===== src/rtl/kbs_pkg.sv =====
package kbs_pkg;
  localparam int unsigned KBS_ROW_W    = 3;
  localparam int unsigned KBS_COL_W    = 3;
  localparam int unsigned KBS_DBNC     = 20;
  localparam int unsigned KBS_STRB     = 4;
  localparam int unsigned KBS_MODE_ROW = 7;

  typedef struct packed {
    logic accept;
    logic refuse;
  } kbs_mode_evt_t;
endpackage


===== src/rtl/kbs_scan_ctr.sv =====
module kbs_scan_ctr #(
  parameter int unsigned ROW_W = 3,
  parameter int unsigned COL_W = 3,
  localparam int unsigned CODE_W = ROW_W + COL_W,
  localparam int unsigned ROWS   = 1 << ROW_W,
  localparam int unsigned COLS   = 1 << COL_W
) (
  input  logic              clk_i,
  input  logic              rst_n,
  input  logic [COLS-1:0]   sense_n_i,
  output logic [CODE_W-1:0] cnt_o,
  output logic [ROWS-1:0]   drive_n_o,
  output logic              hit_o
);
  logic [CODE_W-1:0] cnt_q, cnt_d;
  logic              cnt_en;

  assign hit_o  = ~sense_n_i[cnt_q[COL_W-1:0]];
  assign cnt_en = ~hit_o;

  always_comb begin
    cnt_d = cnt_q + 1'b1;
  end

  always_ff @(posedge clk_i or negedge rst_n) begin
    if (!rst_n)      cnt_q <= '0;
    else if (cnt_en) cnt_q <= cnt_d;
  end

  for (genvar g = 0; g < ROWS; g++) begin : g_drive
    assign drive_n_o[g] = (cnt_q[CODE_W-1:COL_W] != ROW_W'(g));
  end

  assign cnt_o = cnt_q;
endmodule


===== src/rtl/kbs_debounce.sv =====
module kbs_debounce #(
  parameter int unsigned CODE_W = 6,
  parameter int unsigned DBNC   = 20,
  parameter int unsigned STRB   = 4,
  localparam int unsigned DW = $clog2(DBNC + 1),
  localparam int unsigned SW = $clog2(STRB + 1)
) (
  input  logic              clk_i,
  input  logic              rst_n,
  input  logic              hit_i,
  input  logic [CODE_W-1:0] cnt_i,
  output logic              confirm_o,
  output logic [CODE_W-1:0] key_code_o,
  output logic              key_valid_o
);
  logic [DW-1:0]     deb_q, deb_d;
  logic              done_q, done_d;
  logic [SW-1:0]     str_q, str_d;
  logic [CODE_W-1:0] code_q;
  logic              expire;

  assign expire    = (deb_q == DW'(DBNC - 1));
  assign confirm_o = hit_i & ~done_q & expire;

  always_comb begin
    deb_d  = deb_q;
    done_d = hit_i & (done_q | confirm_o);
    str_d  = str_q;
    if (!hit_i)                  deb_d = '0;
    else if (!done_q && !expire) deb_d = deb_q + 1'b1;
    if (confirm_o)               str_d = SW'(STRB);
    else if (str_q != '0)        str_d = str_q - 1'b1;
  end

  always_ff @(posedge clk_i or negedge rst_n) begin
    if (!rst_n) begin
      deb_q  <= '0;
      done_q <= 1'b0;
      str_q  <= '0;
    end else begin
      deb_q  <= deb_d;
      done_q <= done_d;
      str_q  <= str_d;
    end
  end

  always_ff @(posedge clk_i or negedge rst_n) begin
    if (!rst_n)         code_q <= '0;
    else if (confirm_o) code_q <= cnt_i;
  end

  assign key_code_o  = code_q;
  assign key_valid_o = (str_q != '0);
endmodule


===== src/rtl/kbs_mode.sv =====
module kbs_mode
  import kbs_pkg::*;
#(
  parameter int unsigned ROW_W    = 3,
  parameter int unsigned COL_W    = 3,
  parameter int unsigned MODE_ROW = 7,
  localparam int unsigned CODE_W = ROW_W + COL_W
) (
  input  logic              clk_i,
  input  logic              rst_n,
  input  logic              confirm_i,
  input  logic              hit_i,
  input  logic [CODE_W-1:0] cnt_i,
  input  logic              clr_i,
  output logic [CODE_W-1:0] mode_code_o,
  output logic              mode_lock_o,
  output logic              mode_active_o
);
  kbs_mode_evt_t     evt;
  logic              is_mode;
  logic [CODE_W-1:0] code_q, code_d;
  logic              lock_q, lock_d, act_q, act_d;

  assign is_mode    = (cnt_i[CODE_W-1:COL_W] == ROW_W'(MODE_ROW));
  assign evt.accept = confirm_i & is_mode & ~lock_q;
  assign evt.refuse = confirm_i & is_mode & lock_q;

  always_comb begin
    code_d = code_q;
    lock_d = lock_q;
    act_d  = act_q & hit_i;
    if (clr_i) begin
      code_d = '0;
      lock_d = 1'b0;
      act_d  = 1'b0;
    end else if (evt.accept) begin
      code_d = cnt_i;
      lock_d = 1'b1;
      act_d  = 1'b1;
    end
  end

  always_ff @(posedge clk_i or negedge rst_n) begin
    if (!rst_n) begin
      code_q <= '0;
      lock_q <= 1'b0;
      act_q  <= 1'b0;
    end else begin
      code_q <= code_d;
      lock_q <= lock_d;
      act_q  <= act_d;
    end
  end

  assign mode_code_o   = code_q;
  assign mode_lock_o   = lock_q;
  assign mode_active_o = act_q;
endmodule


===== src/rtl/kbs_matrix_scanner.sv =====
module kbs_matrix_scanner
  import kbs_pkg::*;
#(
  parameter int unsigned ROW_W    = KBS_ROW_W,
  parameter int unsigned COL_W    = KBS_COL_W,
  parameter int unsigned DBNC     = KBS_DBNC,
  parameter int unsigned STRB     = KBS_STRB,
  parameter int unsigned MODE_ROW = KBS_MODE_ROW,
  localparam int unsigned CODE_W = ROW_W + COL_W,
  localparam int unsigned ROWS   = 1 << ROW_W,
  localparam int unsigned COLS   = 1 << COL_W
) (
  input  logic              clk_i,
  input  logic              rst_n_i,
  input  logic [COLS-1:0]   sense_n_i,
  input  logic              mode_clr_i,
  output logic [ROWS-1:0]   drive_n_o,
  output logic [CODE_W-1:0] key_code_o,
  output logic              key_valid_o,
  output logic [CODE_W-1:0] mode_code_o,
  output logic              mode_lock_o,
  output logic              mode_active_o
);
  logic [1:0]        rst_sync;
  logic              rst_q;
  logic [CODE_W-1:0] scan_cnt;
  logic              hit;
  logic              confirm;

  always_ff @(posedge clk_i or negedge rst_n_i) begin
    if (!rst_n_i) rst_sync <= '0;
    else          rst_sync <= {rst_sync[0], 1'b1};
  end
  assign rst_q = rst_sync[1];

  kbs_scan_ctr #(.ROW_W(ROW_W), .COL_W(COL_W)) scan_i (
    .clk_i     (clk_i),
    .rst_n     (rst_q),
    .sense_n_i (sense_n_i),
    .cnt_o     (scan_cnt),
    .drive_n_o (drive_n_o),
    .hit_o     (hit)
  );

  kbs_debounce #(.CODE_W(CODE_W), .DBNC(DBNC), .STRB(STRB)) deb_i (
    .clk_i       (clk_i),
    .rst_n       (rst_q),
    .hit_i       (hit),
    .cnt_i       (scan_cnt),
    .confirm_o   (confirm),
    .key_code_o  (key_code_o),
    .key_valid_o (key_valid_o)
  );

  kbs_mode #(.ROW_W(ROW_W), .COL_W(COL_W), .MODE_ROW(MODE_ROW)) mode_i (
    .clk_i         (clk_i),
    .rst_n         (rst_q),
    .confirm_i     (confirm),
    .hit_i         (hit),
    .cnt_i         (scan_cnt),
    .clr_i         (mode_clr_i),
    .mode_code_o   (mode_code_o),
    .mode_lock_o   (mode_lock_o),
    .mode_active_o (mode_active_o)
  );
endmodule


===== config.mk =====
export PLATFORM = sky130hd
export DESIGN_NAME = kbs_matrix_scanner
export DESIGN_NICKNAME = d
export VERILOG_FILES = /design/src/rtl/kbs_pkg.sv /design/src/rtl/kbs_scan_ctr.sv /design/src/rtl/kbs_debounce.sv /design/src/rtl/kbs_mode.sv /design/src/rtl/kbs_matrix_scanner.sv
export SDC_FILE = /design/constraint.sdc
export NUM_CORES = 1
export LEC_CHECK = 0
export ABC_AREA = 1
export BUFFER_PORTS_ARGS = -buffer_cell sky130_fd_sc_hd__buf_2
export CAP_MARGIN = 20
export CORE_MARGIN = 2
export CORE_UTILIZATION = 42
export CTS_CLUSTER_SIZE = 25
export DETAILED_ROUTE_END_ITERATION = 10
export GPL_TIMING_DRIVEN = 0
export PLACE_DENSITY = 0.67
export REMOVE_ABC_BUFFERS = 1
export SLEW_MARGIN = 30
export SYNTH_ARGS = -nofsm -noshare
export SYNTH_HDL_FRONTEND = slang
export SYNTH_SLANG_ARGS = --single-unit

===== constraint.sdc =====
create_clock -name clk_i -period 1 [get_ports clk_i]
set_input_delay 0.3 -clock clk_i [delete_from_list [all_inputs] [get_ports clk_i]]
set_output_delay 0.3 -clock clk_i [all_outputs]
set_load 0.01 [all_outputs]

Yosys cells after proc, flatten, opt, wreduce, memory -nomap -nowiden --
Index checks and enable logic that the tools add are counted.
Word-level totals: register bits 31, output and inout port bits 23, word-level logic and storage cells 52
Cells by class: add/sub/neg operators 3, $lt $le $gt $ge 1, equality and inequality tests 9, muxes and demuxes 12, bitwise gates (word level) 10, reductions and logical operators 8
Operator list (count):
- $mux W6 | 2
- $ne A3 B3 Y1 const B | 4
- $mux W5 | 2
- $add A6 B1 Y6 const B | 1
- $and A1 B1 Y1 | 6
- $mux W3 | 2
- $ne A3 B2 Y1 const B | 2
- $reduce_bool A2 Y1 | 3
- $reduce_bool A3 Y1 | 2
- $add A5 B1 Y5 const B | 1
- $eq A5 B5 Y1 const B | 1
- $mux W1 | 5
- $lt A3 B4 Y1 const B | 1
- $bmux W1 S3 | 1
- $eq A3 B3 Y1 const B | 1
- $ne A3 B1 Y1 const B | 1
- $not A1 Y1 | 3
- $sub A3 B1 Y3 const B | 1
- $logic_not A1 Y1 | 2
- $logic_and A1 B1 Y1 | 1
- $or A1 B1 Y1 | 1

Longest topological paths before layout --
Gate-level depths: netlist of the first run.
depth after elaboration 9, depth in mapped cells 11, mapped depth without buffers 10

By module --
Synthesis of the first run repeated with hierarchy kept, for this count alone.
Unflattened totals: cells, all modules 195, area, all modules 1662.8 um^2
Modules (own cells, without submodules):
- kbs_debounce | times used 1, cells each 85, area each 757.0 um^2
- kbs_scan_ctr | times used 1, cells each 75, area each 526.8 um^2
- kbs_mode | times used 1, cells each 32, area each 325.3 um^2
- kbs_matrix_scanner | times used 1, cells each 3, area each 53.8 um^2

Worst setup path before layout of the first run --
No wires, ideal clock.
path kind register to register, start point register deb_i.deb_q[0], end point register mode_i.code_q[0], in the netlist mode_i.mode_code_o[0], arrival time 1.236 ns, required time 0.882 ns, slack -0.353 ns, stages on the path, launching flop included 9, buffers on the path 0, period minus slack after synthesis 1.353 ns, cells stage by stage dfrtp_1 -> ha_1 -> nand3_1 -> nor2_1 -> inv_2 -> nor2_4 -> nand3_4 -> nand3_1 -> nand2_1
Between the ends: cells in the longest elaborated chain, start to end 5
RTL lines:
- start: declaration | line kbs_debounce.sv:16 | logic [DW-1:0] deb_q, deb_d;
- start signal: assignment | line kbs_debounce.sv:37 | deb_q <= '0;
- start signal: assignment | line kbs_debounce.sv:41 | deb_q <= deb_d;
- $eq A5 B5 Y1 | line kbs_debounce.sv:22 | assign expire = (deb_q == DW'(DBNC - 1));
- $and A1 B1 Y1 | line kbs_debounce.sv:23 | assign confirm_o = hit_i & ~done_q & expire;
- $and A1 B1 Y1 (2 in series) | line kbs_mode.sv:25 | assign evt.accept = confirm_i & is_mode & ~lock_q;
- $reduce_bool A2 Y1 (no line)
- end signal: assignment | line kbs_mode.sv:49 | code_q <= code_d;
- end: declaration | line kbs_mode.sv:21 | logic [CODE_W-1:0] code_q, code_d;
Every way passes these cells. A chain may end at the register's enable or synchronous reset.

Final worst setup path of the first run --
start point register scan_i.cnt_q[0], in the netlist scan_i.cnt_o[0], end point register mode_i.code_q[0], in the netlist mode_i.mode_code_o[0]
Between the ends: cells in the longest elaborated chain, start to end 8, elaborated cells on any way between the ends 10, classes of those cells 4 x mux; 5 x bitwise; 1 x reduce/logical
RTL lines:
- start: declaration | line kbs_scan_ctr.sv:15 | logic [CODE_W-1:0] cnt_q, cnt_d;
- start signal: assignment | line kbs_scan_ctr.sv:27 | else if (cnt_en) cnt_q <= cnt_d;
- $bmux W1 S3 | line kbs_scan_ctr.sv:18 | assign hit_o = ~sense_n_i[cnt_q[COL_W-1:0]];
- $mux W1 (implied by the code) | line kbs_scan_ctr.sv:18
- $not A1 Y1 | line kbs_scan_ctr.sv:18
- $and A1 B1 Y1 (2 in series) | line kbs_debounce.sv:23
- $and A1 B1 Y1 (2 in series) | line kbs_mode.sv:25
- $reduce_bool A2 Y1 (no line)
Several ways; a longest one is shown, not always the timed one. The select of a mux whose other input is x is not followed.

==> results of run 1 <==
## cells in the mapped netlist, types with 2 or more instances
cell type | count | area [sq um]
inv_1 | 32 | 120.1
dfrtp_1 | 31 | 775.7
nand2_1 | 31 | 116.4
nand3_1 | 16 | 80.08
a21oi_1 | 8 | 40.04
nor2_1 | 8 | 30.03
o21ai_0 | 6 | 30.03
o21ai_1 | 6 | 30.03
nand4_1 | 5 | 31.28
xor2_1 | 5 | 43.79
ha_1 | 4 | 50.05
nand2_4 | 3 | 33.78
buf_6 | 2 | 22.52
inv_2 | 2 | 7.510
nand3_2 | 2 | 20.02
nand3_4 | 2 | 35.03
## critical path: stages, from the launching register on
cell      delay, ns
dfrtp_2        0.49
clkinv_4       0.09
nand2_2        0.05
nand3_2        0.06
nand2_2        0.08
nand2_4        0.13
nand2_8        0.07
nor2_4         0.10
nand3_4        0.15
nand3_2        0.11
nand2_1        0.05
## layout make-up
type | count | share of cell area (%)
flip-flops and latches | 31 | 30.11
inverters | 35 | 5.636
multi-input cells | 103 | 32.37
repair buffers | 85 | 26.35
well taps | 46 | 2.216
clock inverters | 2 | 1.349
clock buffers | 6 | 1.975
## cells by family (layout without fill, tap and decap cells)
kind of cell,Yosys count,in the layout,share of synthesized area [%]
other,1,1,0.2463
AO/OA/AOI/OAI,21,21,6.985
flip-flops,31,31,50.94
buffers and inverters,37,128,10.44
adder cells (fa/ha/maj),4,4,3.287
AND/OR/NAND/NOR,71,71,24.65
XOR/XNOR,6,6,3.451
## per-layer routing
metal	track usage (%)	wire length, microns	vias up
met1	25.37	1644	721
met4	7.713	82	0
met2	38.93	2437	36
met3	4.577	169	11
met5	0	0	-
li1	-	-	721
## state kept, by name, summed over array words and instances, names as in the netlist
name	cells
mode_i.mode_lock_o	1
deb_i.key_code_o	6
rst_sync	2
deb_i.deb_q	5
scan_i.cnt_o	6
deb_i.str_q	3
mode_i.mode_active_o	1
mode_i.mode_code_o	6
deb_i.done_q	1
## through the flow
stage               setup TNS [ns]  hold WS [ns]  power, mW  area, sq um  worst slack [ns]
finish                      -18.24        0.2115      7.025         2597           -0.4805
global route                -21.46        0.2147      7.507         2597           -0.5779
CTS                         -16.79        0.2090      6.143         2377           -0.4831
detailed placement          -14.28       0.08663      3.636         1724           -0.6020
global placement            -20.76       0.08731      3.584         1723           -0.5763
floorplan                   -7.618      0.004409      3.164         1500           -0.3744
## what timing repair did
item / CTS / global route
cloned: 1 / 0
setup buffers: 35 / 15
endpoints found under the hold margin: 2 / 0
hold buffers: 1 / 0
setup endpoints to repair: 52 / 52
resized for setup: 79 / 26
pin swaps: 11 / 4
## report_power, final
group | leakage (nW) | total, mW | switching, mW | internal [mW]
combinational | 0.862 | 4.09 | 2.02 | 2.07
sequential | 0.401 | 1.89 | 0.347 | 1.54
clock | 0.0482 | 1.05 | 0.455 | 0.590
## path summary, 6_finish.rpt
| path | cells past startpoint | slack (ns) | start | endpoint |
|---|---|---|---|---|
| max in group asynchronous | 0 | 0.22 | rst_sync[1] | scan_i.cnt_o[4] |
| min | 2 | 0.21 | mode_clr_i | mode_i.mode_code_o[3] |
| max reg2reg | 10 | -0.48 | scan_i.cnt_o[0] | mode_i.mode_code_o[0] |
| min in group asynchronous | 2 | 0.25 | rst_n_i | rst_sync[1] |
| min reg2reg | 0 | 0.30 | rst_sync[1] | deb_i.deb_q[3] |
| max | 10 | -0.48 | scan_i.cnt_o[0] | mode_i.mode_code_o[0] |
==> metrics.txt, run 1 <==
violated checks=negative setup slack; PD cells=2704 nW/um^2; Tot GR Track Use=21.67%; initial antenna violation count=0; DR iter-0 viols=48; row count=21; most common cell after layout, fill and taps aside=buf_4; Warnings, synthesis=0; Post-Synthesis Cell Area=1523 sq um; DR vias=1489; Max FO, Critical Path=8; Sink Count=31; 1st-pass router iterations=4; register area share after synthesis=50.94%; TritonCTS clock tree=done; most frequent cells in the layout=buf_4, dfrtp_1, buf_2; GRT Residual Overflow=0; Die W=64.21 microns; Placer Congestion=0.7474; Final ANT Viol Nets=0; total CTS buffers=5; number of diodes=0; Hold/Removal Path Class=primary input to flop; number of synthesized flops with an enable pin=0; core area=3416 sq um; Non-Filler Instances=308; RSZ-0062 raised after global routing=yes; Worst-Skew Late Latency=0.34 ns; Worst VDD drop=1.393 mV; filler instances=222; Req. time, crit path=1.24 ns; Top Ports=34; # port buffers=33; crit end category=flop; Seq cells post-synth=31; fin crit share=148.1%; Final Max Slew Viols=0; die height=64.21 microns; final hold viol count=0; Layout Utilization=76.04%; critical path arrival=1.72 ns; leakage power=1.311 nW; area occupied by multi-input gates=840.8 sq um; post-synth cell types=24; DP Cell Count=248; # setup viols final=52; Syn-to-layout area delta=70.58%; clock slew at reported path FFs=0.11 ns; Most used DFF post-synth=dfrtp_1; FMAX=675.4 MHz; Seq. cell area=782.0 sq um; Fin Clk Skew=0.01274 ns; first-pass GRT wire length=6.941 mm; root buffer cell=clkbuf_4; syn avg cell area=8.905 sq um; measured slew at the worst slew-check pin=0.6605 ns; Post-Route WL=4.334 mm; post-layout min period=1.481 ns; post-route DRC violation count=0; vias in the first global route=1573; Die ar.=4123 sq um; routed length per instance=14.07 microns; Initial Util=44.58%; CP startpoint kind=flop; final worst setup slack=-0.4805 ns; Layout Nets=276; WS Path Type=flop to flop; H-tree lvl count=2; status=finished with violations; Async SR Flop Fraction=100.0%; layout cell share with drive strength beyond 1=64.89%; worst rel slew slack=55.97%; pin count of the biggest net entering global routing=30; MaxCap Viol Count=0; deepest clock path buffer count=2; Post-DP HPWL=1.986 mm; DR vias/cell=4.834; cell count after synthesis=171
(Power assumes the default switching activity.)
==> run 2, diff against run 1 <==
Settings changed: PLACE_DENSITY 0.67 to 0.66, SYNTH_HIERARCHICAL set to 1.
==> metrics.txt, run 2 <==
status=finished with violations; violated checks=negative setup slack; # setup viols final=52; Area contributors post-synth=dfrtp_1, nand3_1, nand2_1; most frequent cells in the layout=buf_4, nand2_1, buf_2; Warnings, synthesis=6; row count=22; Syn-to-layout area delta=56.96%; WP buf/inv=2; Layout Utilization=69.72%; register area share after synthesis=46.65%; post-layout min period=1.637 ns; Most used DFF post-synth=dfrtp_1; Post-DP HPWL=2.284 mm; post-synth cell types=26; final worst setup slack=-0.6367 ns; post-route DRC violation count=0; leakage power=1.354 nW; DR vias=1598; Hold/Removal Path Class=primary input to flop; Final Max Slew Viols=0; root buffer cell=clkbuf_8; Die ar.=4478 sq um; Die W=66.92 microns; top cells by count, synth=nand2_1, nand3_1, dfrtp_1; critical path arrival=1.81 ns; syn avg cell area=8.527 sq um; area share of the largest cell type after synthesis=46.65%; Fin Clk Skew=0.002150 ns; Max FO, Critical Path=8; measured slew at the worst slew-check pin=0.6158 ns; MaxCap Viol Count=0; Worst VDD drop=1.433 mV; Sink Count=31; DR iter-0 viols=75; fin crit share=163.7%; worst path cell trace=inv_4 -> nand2_2 -> nand3_4 -> nand3_4 -> nand2_8 -> nand4_4 -> inv_2 -> nand2_2 -> nor2_4 -> nand2_4 -> nand3_2 -> nand2_1; PD cells=2608 nW/um^2; Tot GR Track Use=19.36%; deepest clock path buffer count=2; cell count after synthesis=195; WS Path Type=flop to flop; clock slew at reported path FFs=0.06 ns; TritonCTS clock tree=done; worst rel slew slack=58.95%; final hold viol count=0; FMAX=611.0 MHz; Yosys top cell by area=dfrtp_1; slowest cell delay on critical path=0.45 ns; number of synthesized flops with an enable pin=0; crit end category=flop; total CTS buffers=5; filler instances=314; GRT Residual Overflow=0; pin count of the biggest net entering global routing=30; core area=3744 sq um; most common cell after layout, fill and taps aside=buf_4; H-tree lvl count=2; RSZ-0062 raised after global routing=yes; critical path's top delay family=simple AND/OR/NAND/NOR gates; layout cell share with drive strength beyond 1=55.99%; initial antenna violation count=0; die height=66.92 microns; most frequent cell after synthesis=nand2_1; Seq cells post-synth=31; Area after DPL=1866 sq um; Initial Util=44.42%; Async SR Flop Fraction=100.0%; Placer Congestion=0.7558; Top Ports=34; Hold WS=0.2442 ns; Worst-Skew Late Latency=0.28 ns; DR vias/cell=4.813; routed length per instance=12.84 microns; Layout Nets=298; 1st-pass router iterations=4; # port buffers=33; first-pass GRT wire length=6.451 mm; reg2reg setup slack=-0.64 ns; Post-Synthesis Cell Area=1663 sq um; design area=2610 sq um; highest-delay cell along the critical path=dfrtp_2; Post-Route WL=4.263 mm; Final ANT Viol Nets=0; Req. time, crit path=1.17 ns; number of diodes=0; vias in the first global route=1490; CP startpoint kind=flop
[run 2: changes by cell type in the layout (fill, tap and decap cells not counted), sizes merged, moves of 3 or more]
cell   change
inv        -6
nor2       -3
nand2     +18
o21ai      -4
nand3     +22
[run 2: metal layers]
layer	routed length [microns]	up-vias	GRT usage [%]	part of all wire [%]
met5	0	-	0	0
met4	68	0	7.653	1.6
met3	166	7	5.068	3.9
met2	2248	39	33.88	53
met1	1779	748	22.39	42
li1	-	804	-	-
[run 2: path summary, 6_finish.rpt]
path	startpoint	cells after the start	to
max	scan_i/cnt_o[0]	12	mode_i/mode_code_o[0]
min	mode_clr_i	2	mode_i/mode_lock_o
max reg2reg	scan_i/cnt_o[0]	12	mode_i/mode_code_o[0]
min reg2reg	rst_sync[1]	0	deb_i/key_code_o[4]
max in group asynchronous	rst_sync[1]	0	scan_i/cnt_o[1]
min in group asynchronous	rst_sync[1]	0	deb_i/key_code_o[4]
[run 2: area by class of cell]
cell class                      instances  area, sq um  share of cell area, %
Clock buffer                            8        100.1                  3.835
Inverter                               28        115.1                  4.410
Multi-Input combinational cell        133        948.4                  36.34
Sequential cell                        31        784.5                  30.06
Tap cell                               48        60.06                  2.301
Timing Repair Buffer                   84        601.8                  23.06
[run 2: through the flow]
stage	total power, mW	TNS [ns]	std cells	setup WS [ns]
floorplan	3.233	-15.35	192	-0.9208
global placement	3.660	-34.82	273	-1.406
detailed placement	3.724	-27.09	273	-1.385
CTS	5.848	-17.22	316	-0.6178
global route	7.265	-23.17	332	-0.7443
finish	6.807	-19.70	332	-0.6367
[run 2: cells by family (layout without fill, tap and decap cells)]
group | count (synthesis) | in the layout | share of synthesized area, %
AO/OA/AOI/OAI | 15 | 15 | 4.891
XOR/XNOR | 5 | 5 | 2.634
adder cells (fa/ha/maj) | 4 | 4 | 3.010
buffers and inverters | 31 | 120 | 7.750
flip-flops | 31 | 31 | 46.65
other | 1 | 1 | 0.2255
AND/OR/NAND/NOR | 108 | 108 | 34.84
[run 2: power by group]
| part | switching, mW | total (mW) | leakage [nW] | internal (mW) |
|---|---|---|---|---|
| combinational | 1.93 | 3.86 | 0.898 | 1.93 |
| sequential | 0.373 | 1.88 | 0.404 | 1.50 |
| clock | 0.448 | 1.07 | 0.0515 | 0.627 |
| total | 2.75 | 6.81 | 1.35 | 4.06 |
[run 2: what timing repair did]
item / in CTS / in global routing
endpoints found under the hold margin: 2 / 0
buffers inserted: 34 / 18
pin swaps: 10 / 10
resized for setup: 40 / 35
setup endpoints to repair: 52 / 52
cloned: 0 / 0
hold buffers: 1 / 0
==> run 3, diff against run 2 <==
Settings changed: RECOVER_POWER set to 100.
==> metrics.txt, run 3 (synthesis gave the netlist of run 2 again) <==
Final ANT Viol Nets=0; measured slew at the worst slew-check pin=0.6158 ns; TritonCTS clock tree=done; core area=3744 sq um; first-pass GRT wire length=6.451 mm; hold_sp=mode_clr_i; Hold WS=0.2442 ns; row count=22; Final Max Slew Viols=0; WHS Endpoint=mode_i/mode_lock_o; total CTS buffers=5; Layout Nets=298; number of diodes=0; violated checks=negative setup slack; post-layout min period=1.637 ns; FMAX=611.0 MHz; r2r endpoint=mode_i/mode_code_o[0]; final worst setup slack=-0.6367 ns; die height=66.92 microns; reg2reg path depth=12; MaxCap Viol Count=0; root buffer cell=clkbuf_8; Max FO, Critical Path=8; DR iter-0 viols=75; worst path cell trace=inv_4 -> nand2_2 -> nand3_4 -> nand3_4 -> nand2_8 -> nand4_4 -> inv_2 -> nand2_2 -> nor2_4 -> nand2_4 -> nand3_2 -> nand2_1; Die ar.=4478 sq um; RSZ-0062 raised after global routing=yes; DR vias/cell=4.813; layout cell share with drive strength beyond 1=55.63%; deepest clock path buffer count=2; Worst VDD drop=1.433 mV; DR vias=1598; PD cells=2609 nW/um^2; filler instances=315; most common cell after layout, fill and taps aside=buf_4; worst hold path stage count=2; highest-delay cell along the critical path=dfrtp_2; worst rel slew slack=58.95%; Hold/Removal Path Class=primary input to flop; # port buffers=33; RR Startpoint=scan_i/cnt_o[0]; H-tree lvl count=2; Die W=66.92 microns; 1st-pass router iterations=4; final hold viol count=0; leakage power=1.351 nW; Initial Util=44.42%; Post-Route WL=4.261 mm; crit end category=flop; Fin Clk Skew=0.002150 ns; initial antenna violation count=0; post-route DRC violation count=0; Area after DPL=1866 sq um; Worst-Skew Late Latency=0.28 ns; WS Path Type=flop to flop; status=finished with violations; Sink Count=31; reg2reg setup slack=-0.64 ns; critical path arrival=1.81 ns; Top Ports=34; GRT Residual Overflow=0; Tot GR Track Use=19.36%; design area=2609 sq um; routed length per instance=12.83 microns; clock slew at reported path FFs=0.06 ns; vias in the first global route=1490; Placer Congestion=0.7558; Syn-to-layout area delta=56.88%; fin crit share=163.7%; Post-DP HPWL=2.284 mm; Req. time, crit path=1.17 ns; pin count of the biggest net entering global routing=30; total power=6.806 mW; slowest cell delay on critical path=0.45 ns; CP startpoint kind=flop; post-route setup TNS=-19.70 ns; # setup viols final=52; Layout Utilization=69.69%; most frequent cells in the layout=buf_4, nand2_1, buf_2
run 3: cell count changes in the layout (fill, tap and decap cells not counted):
cell,delta
clkbuf_1,+1
buf_2,-1
run 3: worst max-delay path, delay by kind of cell (launching register included):
kind                   cells  cell delay (ns)
and+or+nand+nor           10             0.86
DFF                        1             0.45
buffers and inverters      2             0.19
run 3: worst max path at each step:
stage / startpoint / to / slack (ns)
final: scan_i/cnt_o[0] / mode_i/mode_code_o[0] / -0.64
after global routing: scan_i/cnt_o[0] / mode_i/mode_code_o[1] / -0.74
after CTS: scan_i/cnt_o[0] / mode_i/mode_code_o[0] / -0.62
after detailed placement: scan_i/cnt_o[0] / mode_i/mode_code_o[0] / -1.38
after global placement: scan_i/cnt_o[0] / mode_i/mode_code_o[0] / -1.41
after floorplan: scan_i/cnt_o[0] / mode_i/mode_code_o[2] / -0.92
run 3: repair_timing:
| action | in CTS | in global routing |
|---|---|---|
| hold endpoints to repair | 2 | 0 |
| resized for setup | 40 | 35 |
| pin swaps | 10 | 10 |
| buffers inserted | 34 | 18 |
| endpoints found under the setup margin | 52 | 52 |
| hold buffers | 1 | 0 |
run 3: where the power goes:
part           leakage [nW]  internal (mW)  total, mW  switching [mW]
Combinational         0.896           1.93       3.86            1.93
Sequential            0.404           1.50       1.88           0.373
Clock                0.0515          0.627       1.07           0.448
Total                  1.35           4.06       6.81            2.75
run 3: metrics by stage:
| step | instances | setup WS (ns) |
|---|---|---|
| floorplan | 192 | -0.9208 |
| global placement | 273 | -1.406 |
| detailed placement | 273 | -1.385 |
| CTS | 316 | -0.6178 |
| global route | 332 | -0.7443 |
| finish | 332 | -0.6367 |
run 3: layout make-up:
class                   count  area, sq um  share of cell area [%]
clock buffers               8        100.1                   3.837
inverters                  28        115.1                   4.412
flip-flops and latches     31        784.5                   30.07
well taps                  48        60.06                   2.302
multi-input cells         133        948.4                   36.35
repair buffers             84        600.6                   23.02
run 3: metal layers:
layer	vias to the layer above	routed length (microns)	GRT usage, %
met5	-	0	0
met3	7	166	5.068
li1	804	-	-
met4	0	68	7.653
met2	39	2248	33.88
met1	748	1778	22.39
